--- src/rtl/hrw_pkg.sv ---
package hrw_pkg;
  typedef enum logic [2:0] {
    T_NONE, T_PROM, T_DATA, T_PTR, T_RST, T_CFG
  } tgt_e;

  typedef struct packed {
    tgt_e tgt;
    logic legal;
    logic to_dw;
    logic hi;
  } dec_t;

  function automatic tgt_e port_of(input logic [1:0] sel);
    case (sel)
      2'd0:    return T_DATA;
      2'd1:    return T_PTR;
      2'd2:    return T_RST;
      default: return T_CFG;
    endcase
  endfunction
endpackage

--- src/rtl/hrw_decode.sv ---
module hrw_decode
  import hrw_pkg::*;
(
  input  logic       dw_mode,
  input  logic       write,
  input  logic [4:0] off,
  input  logic [3:0] be_n,
  output dec_t       dec
);
  always_comb begin
    dec = '{tgt: T_NONE, legal: 1'b0, to_dw: 1'b0, hi: 1'b0};
    if (!dw_mode) begin
      if (!off[4]) begin
        dec.tgt = T_PROM;
        if (!write && be_n == ~(4'b0001 << off[1:0])) dec.legal = 1'b1;
        else if (off[1:0] == 2'b00 && be_n == 4'b1100) dec.legal = 1'b1;
        else if (off[1:0] == 2'b10 && be_n == 4'b0011) begin
          dec.legal = 1'b1;
          dec.hi    = 1'b1;
        end
      end else if (!off[3] && !off[0]) begin
        dec.tgt = port_of(off[2:1]);
        if (!off[1] && be_n == 4'b1100) dec.legal = 1'b1;
        else if (off[1] && be_n == 4'b0011) begin
          dec.legal = 1'b1;
          dec.hi    = 1'b1;
        end else if (off[2:1] == 2'b00 && write && be_n == 4'b0000) begin
          dec.legal = 1'b1;
          dec.to_dw = 1'b1;
        end
      end
    end else if (off[1:0] == 2'b00 && be_n == 4'b0000) begin
      if (!off[4]) begin
        dec.tgt   = T_PROM;
        dec.legal = !write;
      end else begin
        dec.tgt   = port_of(off[3:2]);
        dec.legal = 1'b1;
      end
    end
    if (!dec.legal) dec.tgt = T_NONE;
  end


  always_comb begin
    if (dw_mode && dec.legal) dw_full_width_chk: assert (be_n == 4'b0000);
  end
endmodule

--- src/rtl/hrw_regfile.sv ---
module hrw_regfile #(
  parameter int DEPTH = 8,
  parameter int WIDTH = 16,
  parameter int IDX_W = 7
) (
  input  logic             clk,
  input  logic             rst_n,
  input  logic             clr,
  input  logic             we,
  input  logic [IDX_W-1:0] widx,
  input  logic [WIDTH-1:0] wdata,
  input  logic [IDX_W-1:0] ridx,
  output logic [WIDTH-1:0] rdata
);
  logic [WIDTH-1:0] mem_q [DEPTH];

  for (genvar i = 0; i < DEPTH; i++) begin : g_entry
    logic hit;
    assign hit = we && (widx == IDX_W'(i));
    always_ff @(posedge clk or negedge rst_n) begin
      if (!rst_n)      mem_q[i] <= '0;
      else if (clr)    mem_q[i] <= '0;
      else if (hit)    mem_q[i] <= wdata;
    end
  end

  always_comb begin
    rdata = '0;
    for (int i = 0; i < DEPTH; i++)
      if (ridx == IDX_W'(i)) rdata = mem_q[i];
  end
endmodule

--- src/rtl/hostreg_window.sv ---
module hostreg_window
  import hrw_pkg::*;
#(
  parameter int         PTR_W      = 7,
  parameter int         CTRL_DEPTH = 8,
  parameter int         CFG_DEPTH  = 32,
  parameter logic [7:0] PROM_BASE  = 8'hA0,
  parameter int         MODE_REG   = 18,
  parameter int         MODE_BIT   = 7
) (
  input  logic        clk,
  input  logic        rst_n,
  input  logic        acc_valid,
  input  logic        acc_write,
  input  logic [4:0]  acc_offset,
  input  logic [3:0]  acc_be_n,
  input  logic [31:0] acc_wdata,
  output logic [31:0] rd_data,
  output logic        rd_valid,
  output logic        bad_access,
  output logic        soft_reset,
  output logic        dw_mode
);
  localparam int PROM_BYTES = 16;
  localparam int REG_W      = 16;
  localparam logic [PTR_W-1:0] MODE_IDX = PTR_W'(MODE_REG);

  dec_t             dec;
  logic [PTR_W-1:0] ptr_q, ptr_d;
  logic             dw_q, dw_d;
  logic [7:0]       prom_q [PROM_BYTES];
  logic [7:0]       prom_d [PROM_BYTES];
  logic             soft_d, ctrl_we, cfg_we, take;
  logic [REG_W-1:0] ctrl_rd, cfg_rd, cfg_val, reg_val, wsel;
  logic [31:0]      rdat_d, rd_data_q;
  logic             rd_valid_q, bad_q, srst_q;

  hrw_decode i_decode (
    .dw_mode (dw_q),
    .write   (acc_write),
    .off     (acc_offset),
    .be_n    (acc_be_n),
    .dec     (dec)
  );

  hrw_regfile #(.DEPTH(CTRL_DEPTH), .WIDTH(REG_W), .IDX_W(PTR_W)) i_ctrl_file (
    .clk, .rst_n, .clr(soft_d), .we(ctrl_we), .widx(ptr_q), .wdata(wsel),
    .ridx(ptr_q), .rdata(ctrl_rd)
  );

  hrw_regfile #(.DEPTH(CFG_DEPTH), .WIDTH(REG_W), .IDX_W(PTR_W)) i_cfg_file (
    .clk, .rst_n, .clr(soft_d), .we(cfg_we), .widx(ptr_q), .wdata(wsel),
    .ridx(ptr_q), .rdata(cfg_rd)
  );

  assign take = acc_valid && dec.legal;
  assign wsel = dec.hi ? acc_wdata[31:16] : acc_wdata[15:0];

  // read path
  always_comb begin
    cfg_val = cfg_rd;
    if (ptr_q == MODE_IDX) cfg_val[MODE_BIT] = dw_q;
    case (dec.tgt)
      T_DATA:  reg_val = ctrl_rd;
      T_PTR:   reg_val = REG_W'(ptr_q);
      T_CFG:   reg_val = cfg_val;
      default: reg_val = '0;
    endcase
    rdat_d = '0;
    if (take && !acc_write) begin
      if (dec.tgt == T_PROM) begin
        for (int l = 0; l < 4; l++)
          if (!acc_be_n[l]) rdat_d[8*l +: 8] = prom_q[{acc_offset[3:2], 2'(l)}];
      end else begin
        rdat_d = dec.hi ? {reg_val, 16'h0} : {16'h0, reg_val};
      end
    end
  end

  // next state
  always_comb begin
    ptr_d   = ptr_q;
    dw_d    = dw_q;
    prom_d  = prom_q;
    soft_d  = 1'b0;
    ctrl_we = 1'b0;
    cfg_we  = 1'b0;
    if (take) begin
      case (dec.tgt)
        T_PROM: if (acc_write) begin
          for (int l = 0; l < 4; l++)
            if (!acc_be_n[l]) prom_d[{acc_offset[3:2], 2'(l)}] = acc_wdata[8*l +: 8];
        end
        T_DATA: begin
          ctrl_we = acc_write;
          if (dec.to_dw) dw_d = 1'b1;
        end
        T_PTR:  if (acc_write) ptr_d = wsel[PTR_W-1:0];
        T_RST:  soft_d = !acc_write;
        T_CFG:  cfg_we = acc_write;
        default: ;
      endcase
    end
    if (soft_d) begin
      ptr_d = '0;
      dw_d  = 1'b0;
    end
  end

  // registers
  always_ff @(posedge clk or negedge rst_n) begin
    if (!rst_n) begin
      ptr_q      <= '0;
      dw_q       <= 1'b0;
      rd_data_q  <= '0;
      rd_valid_q <= 1'b0;
      bad_q      <= 1'b0;
      srst_q     <= 1'b0;
      for (int k = 0; k < PROM_BYTES; k++) prom_q[k] <= PROM_BASE + 8'(k);
    end else begin
      ptr_q      <= ptr_d;
      dw_q       <= dw_d;
      prom_q     <= prom_d;
      rd_data_q  <= rdat_d;
      rd_valid_q <= acc_valid && !acc_write;
      bad_q      <= acc_valid && !dec.legal;
      srst_q     <= soft_d;
    end
  end

  assign rd_data    = rd_data_q;
  assign rd_valid   = rd_valid_q;
  assign bad_access = bad_q;
  assign soft_reset = srst_q;
  assign dw_mode    = dw_q;


  // dw_sticky_chk
  property p_dw_sticky;
    @(posedge clk) disable iff (!rst_n) $fell(dw_q) |-> srst_q;
  endproperty
  dw_sticky_chk: assert property (p_dw_sticky);


  dw_entry_chk: assert property (@(posedge clk) disable iff (!rst_n)
    $rose(dw_q) |-> $past(acc_valid && acc_write && acc_offset == 5'h10 && acc_be_n == 4'b0000));


  soft_clear_chk: assert property (@(posedge clk) disable iff (!rst_n)
    srst_q |-> (ptr_q == '0 && !dw_q));


  bad_flag_chk: assert property (@(posedge clk) disable iff (!rst_n)
    bad_q |-> (rd_data_q == '0 && !srst_q));


  rd_timing_chk: assert property (@(posedge clk) disable iff (!rst_n)
    acc_valid && !acc_write |=> rd_valid_q);
endmodule

--- config.mk ---
export PLATFORM = sky130hd
export DESIGN_NAME = hostreg_window
export DESIGN_NICKNAME = d
export VERILOG_FILES = /design/src/rtl/hrw_pkg.sv /design/src/rtl/hrw_decode.sv /design/src/rtl/hrw_regfile.sv /design/src/rtl/hostreg_window.sv
export SDC_FILE = /design/constraint.sdc
export NUM_CORES = 2
export LEC_CHECK = 0
export BUFFER_PORTS_ARGS = -buffer_cell sky130_fd_sc_hd__buf_2
export CORE_MARGIN = 3
export CORE_UTILIZATION = 55
export CTS_BUF_LIST = sky130_fd_sc_hd__clkbuf_4 sky130_fd_sc_hd__clkbuf_8 sky130_fd_sc_hd__clkbuf_16
export CTS_CLUSTER_DIAMETER = 120
export DETAILED_ROUTE_END_ITERATION = 7
export GPL_ROUTABILITY_DRIVEN = 0
export PLACE_DENSITY = 0.76
export SETUP_SLACK_MARGIN = 0.15
export SYNTH_ARGS = -nofsm -noshare
export SYNTH_HDL_FRONTEND = slang
export SYNTH_SLANG_ARGS = --single-unit
--- constraint.sdc ---
create_clock -name clk -period 6.79 [get_ports clk]
set_input_delay 0.3395 -clock clk [delete_from_list [all_inputs] [get_ports clk]]
set_output_delay 0.3395 -clock clk [all_outputs]
set_load 0.005 [all_outputs]
==> impl_metrics.yaml <==
clocking:
  cts_setup_buffers: 0
  cts_resized: 0
  cts_max_level: 3
  cts-root-buf: "clkbuf_16"
  clk_latency_ns: 0.67
  cts_tree: "yes"
  cts.sinks: 810
  clockBufferDepth: 3
  numCtsBuffers: 85
  cts_hold_buf: 16
  path_clk_slew_ns: 0.06
timing:
  max_freq_mhz: 205
  timing.hold.ws_ns: 0.0360
  finalMaxSlewViolations: 0
  min_period_over_period_pct: 71.9
  finalSetupTns_ns: 0
  worst_pin_slew_ns: 1.37
  rsz0062_at_grt: "no"
  skew_ns: 0.0351
  hold_viol: 0
  slew_headroom_pct: 7.85
  fin_crit_ns: 4.88
  final-setup-viol-count: 0
run_status:
  outcome: "finished, final reports clean"
logic_synthesis:
  synth-seq-area-share_pct: 53.1
  synth.avg_cell_area_um2: 10.2
  synth-seq-cells: 810
  yosys.area.top_type: "dfrtp_1"
  synth_nets: 3811
  ys.flop_type: "dfrtp_1"
  yosys-top-cells-area: "dfrtp_1 49%, nand3_1 8.5%, o21ai_0 8.5%"
  async_flop_share_pct: 100
  syn-instance-count: 3766
  syn_area_um2: 38300
  post-synth-top-area-fraction_pct: 48.7
  yosys_warnings: 0
  synthDistinctLibCells: 84
  synth-edff-count: 0
pwr:
  power_density_nw_per_um2: 239
  ir_worst_vdd_v: 0.000233
  p_leak_nw: 18.7
route:
  wire_per_inst_um: 28.4
  dr.pass1.iters: 6
  drtIter0Drc: 5235
  postRouteAntennaNets: 0
  vias: 32775
  wirelength_mm: 132
  via_per_inst: 7.07
  drcViolationCount: 0
global_route:
  grt_pass1_wl_mm: 200
  grt_max_degree: 207
  grt_usage_pct: 35.7
  overflow: 0
  antenna_found_initial: 5
  grt_pass1_vias: 31625
run:
  drv_cap: 0
place:
  dp_hpwl_mm: 81.2
  portBuffers: 80
die:
  initial_utilization_pct: 55.6
  core-area_um2: 68800
  io_pins: 81
  die_y_um: 270
  die_area_um2: 72800
  die_x_um: 270
  row_count: 96
final_layout:
  fillers: 5542
  area_growth_pct: 10.1
  final_nets: 3685
  drive_gt1_share_pct: 18.4
setup_path:
  cp_max_fo: 18
  cp_slowest_cell: "o41ai_1"
  crit_path_frequent_cell: "a21oi_1"
  start_kind: "flip-flop"
  required_ns: 7.30
  cp-end-kind: "flip-flop"
  cp_num_buf_inv: 0
  cpLargestDelayFamily: "compound AO/OA/AOI/OAI gates"
  cp.arrival_ns: 5.39
  slowest_delay_ns: 0.95
  path_cells: "nor4b_1, nand2_1, nand3_1, a21oi_1, o41ai_1, o211ai_1, a21oi_1, nor3_1"
  path_class: "flip-flop to flip-flop"
min_path:
  min_path_type: "input port to flip-flop"
## cell usage after synthesis (28+ instances only)
| library cell | count |
|---|---|
| a22oi_1 | 29 |
| a22o_1 | 56 |
| clkbuf_1 | 291 |
| o22ai_1 | 48 |
| buf_1 | 66 |
| dfstp_2 | 64 |
| nand2_1 | 104 |
| o21ai_0 | 650 |
| dfrtp_1 | 746 |
| a21oi_1 | 128 |
| nor2_1 | 144 |
| mux2i_1 | 59 |
| nand3_1 | 650 |
| mux2_2 | 153 |
| or2_2 | 28 |
| mux4_2 | 75 |
| buf_2 | 43 |
| nor3_1 | 59 |
## report_power, final
part	leakage [nW]	switching, W	internal [W]
registers	11.1	0.0000129	0.00483
logic	6.15	0.000362	0.0000848
clock network	1.45	0.00200	0.00280
## metal layers
metal	global-route usage (%)	share of wire (%)	vias to the layer above
li1	-	-	13634
met1	47.2	36	16071
met2	51.3	43	2494
met3	11.9	14	570
met4	21.6	7.3	6
met5	0	0.030	-
## cell usage in the layout, fill, tap and decap left out, drive strengths merged, types with 60 or more instances in the layout
cell	synthesis	layout
clkbuf	291	125
o21ai	668	668
dfrtp	746	746
mux2	153	153
nand3	652	652
nor3	60	60
buf	109	171
mux4	75	75
nand2	110	110
dfstp	64	64
a21oi	128	128
nor2	144	144
## stage by stage
step / total power (W) / instances / utilization, % / setup slack [ns] / instance area (um2)
after floorplan: 0.00510 / 3766 / - / 3.82 / 38300
after global placement: 0.00535 / 4468 / 56.9 / 2.23 / 39100
after detailed placement: 0.00535 / 4468 / 56.9 / 2.16 / 39100
after CTS: 0.0101 / 4636 / 61.2 / 2.40 / 42200
after global routing: 0.0103 / 4636 / 61.2 / 2.00 / 42200
final: 0.0101 / 4639 / 61.3 / 1.91 / 42200
## path summary, 6_finish.rpt
path	from	endpoint	slack (ns)	cells after the start
max	ptr_q[4]	rd_data[9]	1.91	8
min reg2reg	i_ctrl_file.mem_q[36]	i_ctrl_file.mem_q[36]	0.49	2
min in group asynchronous	rst_n	i_cfg_file.mem_q[208]	0.37	2
max in group asynchronous	rst_n	rd_data[15]	4.90	3
min	acc_wdata[0]	prom_q[88]	0.04	2
max reg2reg	ptr_q[4]	rd_data[9]	1.91	8
## final cells by class
| cell class | instances | area [um2] | share of cell area [%] |
|---|---|---|---|
| Clock buffer | 125 | 2550 | 6.05 |
| Sequential cell | 810 | 20400 | 48.3 |
| Tap cell | 931 | 1160 | 2.76 |
| Clock inverter | 27 | 312 | 0.739 |
| Inverter | 15 | 56.3 | 0.134 |
| Antenna cell | 3 | 7.51 | 0.0178 |
| Multi-Input combinational cell | 2541 | 16400 | 38.8 |
| Timing Repair Buffer | 187 | 1340 | 3.18 |
## logic make-up (layout without fill, tap and decap cells)
kind of cell	Yosys count	after routing	share of synthesized area, %
buffers and inverters	415	354	4.21
DFF	810	810	53.1
muxes	287	287	10.5
AOI/OAI and AO/OA	1124	1124	17.3
other	0	3	0
and+or+nand+nor	1130	1130	14.9
## state kept, by name, indices dropped and copies added, names as in the netlist, 7 cells and up
name	cells
ptr_q	7
i_cfg_file.mem_q	511
prom_q	128
rd_data	32
i_ctrl_file.mem_q	128
Note: power is estimated with default switching activity, not from simulation.
